===== src/rtl/bat_pkg.sv =====
package bat_pkg;
  localparam int AW     = 32;
  localparam int PROT_W = 2;
  localparam int PAGE_W = 12;

  typedef enum logic [1:0] {
    ACC_LOAD  = 2'd0,
    ACC_STORE = 2'd1,
    ACC_FETCH = 2'd2,
    ACC_RSVD  = 2'd3
  } acc_e;

  localparam logic [AW-1:0] IDX_FIELD = 32'hFFFE_0000;
endpackage


===== src/rtl/bat_entry_file.sv =====
module bat_entry_file #(
  parameter int N  = 4,
  parameter int NS = 4,
  parameter int IW = 2
) (
  input  logic                  clk_i,
  input  logic                  rst_ni,
  input  logic                  we_i,
  input  logic                  upper_sel_i,
  input  logic [IW-1:0]         idx_i,
  input  logic [bat_pkg::AW-1:0] data_i,
  output logic [bat_pkg::AW-1:0] upper_o [NS],
  output logic [bat_pkg::AW-1:0] lower_o [NS]
);
  import bat_pkg::*;

  for (genvar g = 0; g < NS; g++) begin : g_ent
    logic [AW-1:0] upper_q, lower_q;
    if (g < N) begin : g_live
      always_ff @(posedge clk_i or negedge rst_ni) begin
        if (!rst_ni) begin
          upper_q <= '0;
          lower_q <= '0;
        end else if (we_i && idx_i == IW'(g)) begin
          if (upper_sel_i) upper_q <= data_i;
          else             lower_q <= data_i;
        end
      end

      assert_upper_write_R9: assert property (@(posedge clk_i) disable iff (!rst_ni)
        (we_i && upper_sel_i && idx_i == IW'(g)) |=> upper_q == $past(data_i));
      assert_lower_write_R9: assert property (@(posedge clk_i) disable iff (!rst_ni)
        (we_i && !upper_sel_i && idx_i == IW'(g)) |=> lower_q == $past(data_i));
    end else begin : g_dead
      assign upper_q = '0;
      assign lower_q = '0;
    end
    assign upper_o[g] = upper_q;
    assign lower_o[g] = lower_q;
  end
endmodule


===== src/rtl/bat_entry_cmp.sv =====
module bat_entry_cmp (
  input  logic [bat_pkg::AW-1:0]     upper_i,
  input  logic [bat_pkg::AW-1:0]     lower_i,
  input  logic [bat_pkg::AW-1:0]     ea_i,
  input  logic                       user_i,
  output logic                       match_o,
  output logic [bat_pkg::AW-1:0]     raddr_o,
  output logic [bat_pkg::PROT_W-1:0] prot_o
);
  import bat_pkg::*;

  logic          gate;
  logic [10:0]   blen;
  logic [AW-1:0] mask, comb;

  always_comb begin
    gate    = user_i ? upper_i[0] : upper_i[1];
    blen    = upper_i[12:2];
    // block length widens the block by clearing mask bits 27:17
    mask    = {4'hF, ~blen, 17'b0};
    match_o = gate && ((ea_i & mask) == (upper_i & IDX_FIELD));
    comb    = (lower_i & mask) | (ea_i & ~mask);
    raddr_o = {comb[AW-1:PAGE_W], {PAGE_W{1'b0}}};
    prot_o  = lower_i[PROT_W-1:0];
  end
endmodule


===== src/rtl/bat_prio_sel.sv =====
module bat_prio_sel #(
  parameter int NS = 4
) (
  input  logic                       clk_i,
  input  logic                       rst_ni,
  input  logic [NS-1:0]              match_i,
  input  logic [bat_pkg::AW-1:0]     raddr_i [NS],
  input  logic [bat_pkg::PROT_W-1:0] prot_i  [NS],
  output logic                       hit_o,
  output logic [bat_pkg::AW-1:0]     raddr_o,
  output logic [bat_pkg::PROT_W-1:0] prot_o
);
  import bat_pkg::*;

  logic [NS-1:0] grant;

  always_comb begin
    grant = '0;
    for (int i = 0; i < NS; i++) begin
      if (match_i[i] && grant == '0) grant[i] = 1'b1;
    end
  end

  always_comb begin
    hit_o   = |grant;
    raddr_o = '0;
    prot_o  = '0;
    for (int i = 0; i < NS; i++) begin
      if (grant[i]) begin
        raddr_o = raddr_i[i];
        prot_o  = prot_i[i];
      end
    end
  end

  assert_single_grant_R7: assert property (@(posedge clk_i) disable iff (!rst_ni)
    $onehot0(grant));
  assert_grant_tracks_match_R7: assert property (@(posedge clk_i) disable iff (!rst_ni)
    (match_i != '0) |-> ((grant & match_i) != '0) && ((grant & (grant - 1'b1 | grant)) == grant));
endmodule


===== src/rtl/bat_matcher.sv =====
module bat_matcher #(
  parameter int NUM_ENTRIES = 4,
  localparam int NS = (NUM_ENTRIES > 0) ? NUM_ENTRIES : 1,
  localparam int IW = (NUM_ENTRIES > 1) ? $clog2(NUM_ENTRIES) : 1
) (
  input  logic          clk_i,
  input  logic          rst_ni,
  input  logic          wr_en_i,
  input  logic          wr_instr_i,
  input  logic          wr_upper_i,
  input  logic [IW-1:0] wr_idx_i,
  input  logic [31:0]   wr_data_i,
  input  logic [31:0]   ea_i,
  input  logic [1:0]    acc_i,
  input  logic          user_i,
  output logic          hit_o,
  output logic [31:0]   raddr_o,
  output logic [1:0]    prot_o
);
  import bat_pkg::*;

  logic [AW-1:0]     i_upper [NS], i_lower [NS];
  logic [AW-1:0]     d_upper [NS], d_lower [NS];
  logic [AW-1:0]     s_upper [NS], s_lower [NS];
  logic [AW-1:0]     e_raddr [NS];
  logic [PROT_W-1:0] e_prot  [NS];
  logic [NS-1:0]     e_match, e_live;
  logic              is_fetch;

  assign is_fetch = (acc_e'(acc_i) == ACC_FETCH);

  bat_entry_file #(.N(NUM_ENTRIES), .NS(NS), .IW(IW)) u_ifile (
    .clk_i, .rst_ni,
    .we_i(wr_en_i && wr_instr_i), .upper_sel_i(wr_upper_i),
    .idx_i(wr_idx_i), .data_i(wr_data_i),
    .upper_o(i_upper), .lower_o(i_lower)
  );

  bat_entry_file #(.N(NUM_ENTRIES), .NS(NS), .IW(IW)) u_dfile (
    .clk_i, .rst_ni,
    .we_i(wr_en_i && !wr_instr_i), .upper_sel_i(wr_upper_i),
    .idx_i(wr_idx_i), .data_i(wr_data_i),
    .upper_o(d_upper), .lower_o(d_lower)
  );

  for (genvar g = 0; g < NS; g++) begin : g_cmp
    assign s_upper[g] = is_fetch ? i_upper[g] : d_upper[g];
    assign s_lower[g] = is_fetch ? i_lower[g] : d_lower[g];

    bat_entry_cmp u_cmp (
      .upper_i(s_upper[g]), .lower_i(s_lower[g]),
      .ea_i, .user_i,
      .match_o(e_match[g]), .raddr_o(e_raddr[g]), .prot_o(e_prot[g])
    );
    assign e_live[g] = (g < NUM_ENTRIES) ? e_match[g] : 1'b0;
  end

  bat_prio_sel #(.NS(NS)) u_sel (
    .clk_i, .rst_ni,
    .match_i(e_live), .raddr_i(e_raddr), .prot_i(e_prot),
    .hit_o, .raddr_o, .prot_o
  );

  assert_page_aligned_R5: assert property (@(posedge clk_i) disable iff (!rst_ni)
    hit_o |-> raddr_o[PAGE_W-1:0] == '0);
  assert_miss_quiet_R10: assert property (@(posedge clk_i) disable iff (!rst_ni)
    !hit_o |-> (raddr_o == '0 && prot_o == '0));
  assert_no_entries_R8: assert property (@(posedge clk_i) disable iff (!rst_ni)
    (NUM_ENTRIES == 0) |-> !hit_o);
  assert_reset_empty_R1: assert property (@(posedge clk_i) disable iff (!rst_ni)
    $rose(rst_ni) |-> !hit_o);
endmodule


===== config.mk =====
export PLATFORM = sky130hd
export DESIGN_NAME = bat_matcher
export DESIGN_NICKNAME = d
export VERILOG_FILES = /design/src/rtl/bat_pkg.sv /design/src/rtl/bat_entry_file.sv /design/src/rtl/bat_entry_cmp.sv /design/src/rtl/bat_prio_sel.sv /design/src/rtl/bat_matcher.sv
export SDC_FILE = /design/constraint.sdc
export NUM_CORES = 1
export LEC_CHECK = 0
export BUFFER_PORTS_ARGS = -buffer_cell sky130_fd_sc_hd__buf_2
export CAP_MARGIN = 20
export CELL_PAD_IN_SITES_DETAIL_PLACEMENT = 1
export CELL_PAD_IN_SITES_GLOBAL_PLACEMENT = 1
export CORE_UTILIZATION = 40
export DETAILED_ROUTE_END_ITERATION = 7
export GPL_ROUTABILITY_DRIVEN = 1
export PLACE_DENSITY_LB_ADDON = 0.1
export REMOVE_ABC_BUFFERS = 1
export SETUP_SLACK_MARGIN = 0.02
export SLEW_MARGIN = 20
export SYNTH_ARGS = -nofsm -noshare
export SYNTH_HDL_FRONTEND = slang
export SYNTH_HIERARCHICAL = 1
export SYNTH_SLANG_ARGS = --single-unit

===== constraint.sdc =====
create_clock -name clk_i -period 5.8 [get_ports clk_i]
set_input_delay 1.16 -clock clk_i [delete_from_list [all_inputs] [get_ports clk_i]]
set_output_delay 1.16 -clock clk_i [all_outputs]
set_load 0.01 [all_outputs]

Word level (Yosys, flattened, before mapping). Cells that the tools add are included.

Register bits after elaboration: 512. Bits in latches: 0. Memory bits (writable): 0. ROM bits: 0. Input bits: 74. Output and inout port bits: 35. Word-level logic and storage cells: 112. Memories kept: 0.

$add $sub $neg: 0. Multipliers: 0. Div/mod/pow operators: 0. Magnitude comparators: 0. Eq/ne operators: 8. Shift-type cells: 0. Multiplexer cells: 24. Bitwise operators: 26. Reductions and logical operators: 38.

Operators by type and width (count): $and A32 B32 Y32 (12); $mux W32 (12); $eq A32 B32 Y1 (4); $not A32 Y32 (4); $or A32 B32 Y32 (4); $not A11 Y11 (4); $reduce_and A2 Y1 (16); $logic_and A1 B1 Y1 (17); $mux W1 (8); $mux W2 (4); $eq A2 B2 Y1 const B (3); $logic_not A2 Y1 (2); $reduce_or A4 Y1 (1); $logic_not A3 Y1 (1); $eq A2 B1 Y1 const B (1); $not A1 Y1 (2); $logic_not A1 Y1 (1).

Longest topological paths before layout. Gate-level depths: netlist (run 1).

Depth in word-level cells: 17. Mapped depth: 15.

Modules after synthesis. The synthesis (run 1) kept the hierarchy.

By module, submodules not included: bat_entry_file (times used 2, cells each 551, area each 9625.5 um^2, sequential area each 6406.1 um^2); bat_matcher (times used 1, cells each 288, area each 4322.9 um^2, sequential area each 0.0 um^2); bat_entry_cmp (times used 4, cells each 68, area each 556.8 um^2, sequential area each 0.0 um^2); bat_prio_sel (times used 1, cells each 161, area each 900.9 um^2, sequential area each 0.0 um^2).

Worst setup path after synthesis (run 1). OpenSTA, ideal clock, no wires.

Kind: input to output. Start: input acc_i[1]. End: output raddr_o[0]. Data arrival time: 3809 ps. Required time: 4640 ps. Setup slack: 831 ps. Stages on the path: 13. Buffers on the path: 4. Cells stage by stage: nor2b_4 buf_6 buf_12 buf_12 mux2_4 xor2_1 nor3_2 nand3_1 nor4_2 nor3b_2 buf_2 a221oi_1 o21ai_0.

RTL lines: start: declaration (line bat_matcher.sv:14) `input logic [1:0] acc_i,`; end: declaration (line bat_matcher.sv:17) `output logic [31:0] raddr_o,`.

==> results of run 1 <==
==> metal layers <==
layer | global-route usage | routed length (µm)
met3 | 0.02446 | 1307
met4 | 0.06232 | 1239
met2 | 0.3416 | 24230
met1 | 0.2698 | 22390
met5 | 0 | 25
==> layout by cell type, fill, tap and decap left out, types with 33 or more instances in the layout <==
master and instances:
nor2b_1 41, dfrtp_1 360, buf_4 46, mux2_4 164
a221oi_1 33, xnor2_1 47, conb_1 48, buf_2 91
nor2_1 33, clkbuf_16 46, nand2_1 34, mux2_2 406
==> path summary, 6_finish.rpt <==
kind,to
max,raddr_o[26]
min,u_ifile/g_ent[0].lower_q[20]$_DFFE_PN0P_
max reg2reg,u_ifile/g_ent[1].upper_q[2]$_DFFE_PN0P_
min reg2reg,u_ifile/g_ent[0].lower_q[20]$_DFFE_PN0P_
max in group asynchronous,u_ifile/g_ent[3].lower_q[18]$_DFFE_PN0P_
min in group asynchronous,u_dfile/g_ent[1].upper_q[6]$_DFFE_PN0P_
==> stage by stage <==
stage / cell area [µm²] / setup WS [ps]
finish: 21920 / 193.4
global route: 21920 / -10.19
CTS: 21780 / 17.99
detailed placement: 20390 / -54.23
global placement: 20370 / -6.128
floorplan: 18400 / -4988
==> final cells by class <==
class                           count  area, µm²
Clock inverter                      8      42.54
Sequential cell                   360       9009
Tap cell                          664      830.8
Clock buffer                       66       1295
Fill cell                        4920      27230
Multi-Input combinational cell    925       9498
Timing Repair Buffer              160       1245
==> repair_timing <==
action                     4_1_cts  5_1_grt
cloned                           1        1
gates resized for setup          2        8
hold buffers                     0        0
pin swaps                        0        4
setup buffers                    1        6
setup endpoints to repair        5       14
==> state kept, by name (all words and copies together) (netlist names) <==
signal / flops
u_dfile/g_ent.upper_q: 112
u_ifile/g_ent.upper_q: 112
u_ifile/g_ent.lower_q: 68
u_dfile/g_ent.lower_q: 68
==> power by group through the flow <==
| stage | sequential, mW | clock, mW | combinational [mW] |
|---|---|---|---|
| finish | 3.38 | 2.57 | 1.76 |
| detailed placement | 3.43 | 0 | 1.75 |
| global placement | 3.39 | 0 | 1.71 |
| floorplan | 3.33 | 0 | 1.39 |
| global route | 3.47 | 2.76 | 1.91 |
| CTS | 3.38 | 2.67 | 1.77 |
==> critical path: stages <==
cell	delay, ps
buf_2	110
nor2b_4	120
buf_12	140
bufbuf_16	350
mux2_4	340
nor2b_1	140
xnor2_1	220
nand4_1	300
nor4_2	370
nor3b_4	350
buf_12	220
a221oi_1	70
o21ai_0	320
buf_2	200
==> reports/metrics.cfg, run 1 <==
[setup_path]
end_kind=output pin
crit_arrival_ps=4450
setup.worst_path.start=acc_i[0]
criticalPathCategory=input port to output pin
critPathRequiredTime_ps=4640
startpoint_type=input port
worst-r2r-setup-slack_ps=5010
timing.rr.start=u_ifile/g_ent[1].upper_q[2]$_DFFE_PN0P_
critPathMaxFanout=17
rr_worst_depth=1

[timing]
slew_viol_final=0
period_share=0.9667
whs_ps=485.4
fin_worst_skew_ps=0
rsz0062_at_grt=yes
slew_headroom=0.2921
setup_violations=0
worst_pin_slew_ps=1056
period_minus_slack_ps=5607
max_freq_ghz=0.1784
finalHoldViolCount=0
finalSetupTns_ps=0

[routing]
drc=0
finalWirelength_mm=49.20
drtAntennaViolNets=0
drt_iter0_markers=535
vias=11110
via_per_inst=5.087
first_pass_iters=4
wire_per_inst_um=22.54

[power]
fin_total_pwr_mw=7.710
combPwrFrac=0.228
p_int_mw=5.736
ir_drop_uv=187.3
pwr-share-seq=0.438
power_density_nw_per_um2=351.7
p_sw_mw=1.973
p_clk_frac=0.334
sw_frac_of_total=0.2559
cellLeakagePower_nw=9.759

[cts]
h-tree-depth=2
cts-root-buf=clkbuf_16
clkTransAtPathRegs_ps=60
cts_made_buffers=42
insertion_delay_ps=550
cts_tree=built
cts.sinks=360
cts_buffer_depth=3

[job]
max-cap-violations=0

[finish]
nNetsFinal=1563
drive_gt1_frac=0.5365
antenna_cells=0
finalNonFillerCells=2183
final_util=0.4459
area_delta_synth_final_pct=9.569

[min_path]
holdCritPathClass=flip-flop to flip-flop
whs_path_depth=1
min_from=u_ifile/g_ent[0].lower_q[20]$_DFFE_PN0P_

[placement]
hpwlAfterDp_mm=30.53
placed_cells=2099
portBuffers=92
gp_congestion=0.7253

[die]
die_h_um=225.6
die_area_um2=50910
die_width_um=225.6
core_area_um2=49150
rows=81
ios=109
initial_core_util=0.4070

[global_routing]
grtUsageTotal=0.2021
grt_pass1_wl_mm=76.42
grt_max_degree=128
grt_pass1_vias=12160
antenna_found_initial=2
overflow=0

[synth]
netlist_instances=1441
synth_area_per_cell_um2=13.88
ys.warnings.count=6
synth_area_um2=20010

[outcome]
outcome=completed

Note: power is estimated with default switching activity, not from simulation.
==> inputs of run 2 (changes only) <==
--- a/config.mk
+++ b/config.mk
@@ -9,7 +9,7 @@
 export CAP_MARGIN = 20
 export CELL_PAD_IN_SITES_DETAIL_PLACEMENT = 1
 export CELL_PAD_IN_SITES_GLOBAL_PLACEMENT = 1
-export CORE_UTILIZATION = 40
+export CORE_UTILIZATION = 50
 export DETAILED_ROUTE_END_ITERATION = 7
 export GPL_ROUTABILITY_DRIVEN = 1
 export PLACE_DENSITY_LB_ADDON = 0.1
==> run 2 against run 1 <==
Register-to-register slack barely moved. First-iteration DRC count fell by 14%. Final area fell by 1.3%. Clock skew did not move. Critical path type unchanged.
==> reports/metrics.cfg, run 2 (synthesized netlist as in run 1, its figures left out) <==
[global_routing]
overflow=0  ; unchanged
grt_pass1_wl_mm=74.41  ; -2.6%
grt_max_degree=134  ; +4.7%
antenna_found_initial=3  ; +1
grt_pass1_vias=12330  ; +1.4%
grtUsageTotal=0.2398  ; +0.03766

[setup_path]
critPathRequiredTime_ps=4640  ; about the same
critPathMaxFanout=24  ; +7
startpoint_type=input port
path_cells=buf_2 -> nor2b_4 -> buf_12 -> buf_12 -> buf_4 -> mux2_4 -> xnor2_1 -> o2111ai_1 -> nor4_2 -> nor4b_4 -> buf_4 -> buf_4 -> nand2_1 -> o21ai_1 -> buf_2
crit_arrival_ps=4460  ; about the same
setup.worst_path.start=acc_i[0]
criticalPathCategory=input port to output pin
cp_slowest_stage_delay_ps=370  ; about the same
timing.rr.start=u_dfile/g_ent[2].upper_q[12]$_DFFE_PN0P_
slowest_stage=nor4b_4
cp_common_cell=buf_4
end_kind=output pin

[power]
combPwrFrac=0.227  ; about the same
cellLeakagePower_nw=9.717  ; -0.43%
pwr-share-seq=0.435  ; -0.003
p_int_mw=5.809  ; +1.3%
p_clk_frac=0.338  ; +0.004
sw_frac_of_total=0.2535  ; -0.002422
p_sw_mw=1.973  ; about the same
ir_drop_uv=210.1  ; +12%
power_density_nw_per_um2=359.5  ; +2.2%
fin_total_pwr_mw=7.782  ; +0.94%

[placement]
pre_cts_slack_ps=45.13  ; +99.35 ps
dpl_cell_area_um2=20160  ; -1.1%
portBuffers=92  ; unchanged
gp_congestion=0.7820  ; +7.8%
placed_cells=1953  ; -7.0%
hpwlAfterDp_mm=30.80  ; +0.87%

[cts]
cts_made_buffers=42  ; unchanged
insertion_delay_ps=540  ; about the same
cts.sinks=360  ; unchanged
cts_buffer_depth=3  ; unchanged
cts_tree=built
h-tree-depth=2  ; unchanged
ctsHoldBuffers=0  ; unchanged
cts-root-buf=clkbuf_16
clkTransAtPathRegs_ps=50  ; about the same

[finish]
final_util=0.5536  ; +0.1077
nFillCells=3840  ; -22%
finalNonFillerCells=2032  ; -6.9%
drive_gt1_frac=0.5321  ; -0.004482
postLayoutCellArea_um2=21650  ; -1.3%
multi_input_area_um2=9492  ; about the same
regArea_um2=9009  ; unchanged
reg_top3=u_dfile/g_ent.upper_q: 112 flops, u_ifile/g_ent.upper_q: 112 flops
layout_common_cells=mux2_2, dfrtp_1, mux2_4
layout_commonest_cell=mux2_2
nNetsFinal=1557  ; -0.38%
area_delta_synth_final_pct=8.200

[timing]
slew_viol_final=0  ; unchanged
worst_pin_slew_ps=850.5  ; -205.7 ps
finalHoldViolCount=0  ; unchanged
max_freq_ghz=0.1778  ; -0.30%
period_minus_slack_ps=5624  ; +16.98 ps
finalSetupTns_ps=0  ; unchanged
rsz0062_at_grt=yes
final.setup.worst_slack_ps=176.4  ; -16.98 ps
slew_headroom=0.4313  ; +0.1392
period_share=0.9696  ; +0.002927
setup_violations=0  ; unchanged
whs_ps=475.8  ; -9.580 ps
fin_worst_skew_ps=0  ; unchanged

[outcome]
outcome=completed

[die]
die_h_um=202.0  ; -10%
core_area_um2=39100  ; -20%
rows=72  ; -11%
die_width_um=202.0  ; -10%
die_area_um2=40810  ; -20%
initial_core_util=0.5117  ; +0.1047
ios=109  ; unchanged

[routing]
drc=0  ; unchanged
finalWirelength_mm=47.34  ; -3.8%
drt_iter0_markers=458  ; -14%
first_pass_iters=5  ; +1
vias=11230  ; +1.1%
wire_per_inst_um=23.30  ; +3.4%
drtAntennaViolNets=0  ; unchanged
via_per_inst=5.527  ; +8.6%

[min_path]
min_from=u_ifile/g_ent[0].upper_q[0]$_DFFE_PN0P_
holdCritPathClass=flip-flop to flip-flop

[job]
max-cap-violations=0  ; unchanged

run 2: timing repair:
item,CTS,global route
resized for setup,1,7
setup endpoints to repair,1,13
gates cloned,0,1
pin swaps,0,2
buffers inserted,0,2
run 2: final cells by class:
class                   instances  share of cell area
multi-input cells             925              0.4385
flip-flops and latches        360              0.4162
clock buffers                  67             0.05954
repair buffers                154             0.05162
well taps                     518             0.02994
clock inverters                 7            0.004104
diodes                          1           0.0001156
run 2: worst paths after layout:
kind | to | slack, ps | cells past startpoint
max in group asynchronous | u_ifile/g_ent[2].upper_q[29]$_DFFE_PN0P_ | 3760 | 3
min in group asynchronous | u_ifile/g_ent[2].upper_q[5]$_DFFE_PN0P_ | 520 | 1
min | u_ifile/g_ent[0].upper_q[0]$_DFFE_PN0P_ | 480 | 1
max | raddr_o[20] | 180 | 15
max reg2reg | u_dfile/g_ent[2].upper_q[12]$_DFFE_PN0P_ | 5010 | 1
min reg2reg | u_ifile/g_ent[0].upper_q[0]$_DFFE_PN0P_ | 480 | 1
run 2: routing by layer:
metal / up-vias / track usage / wire, µm / share of wire
li1: 5058 / - / - / -
met1: 5919 / 0.3272 / 21510 / 0.45
met2: 179 / 0.3947 / 22920 / 0.48
met3: 71 / 0.03676 / 1748 / 0.037
met4: 4 / 0.06953 / 1131 / 0.024
met5: - / 0 / 27 / 0.00057
run 2: power groups by stage:
stage	combinational, mW	sequential [mW]	clock (mW)
2_1_floorplan	1.39	3.33	0
3_3_place_gp	1.71	3.39	0
3_5_place_dp	1.76	3.43	0
4_1_cts	1.78	3.39	2.70
5_1_grt	1.91	3.47	2.78
6_report	1.77	3.39	2.63
run 2: worst max-delay path: cells and delay by family:
kind | cells | cell delay, ps
xor+xnor | 1 | 180
mux | 1 | 320
compound gates | 2 | 350
buf+inv | 7 | 1430
simple gates | 4 | 960
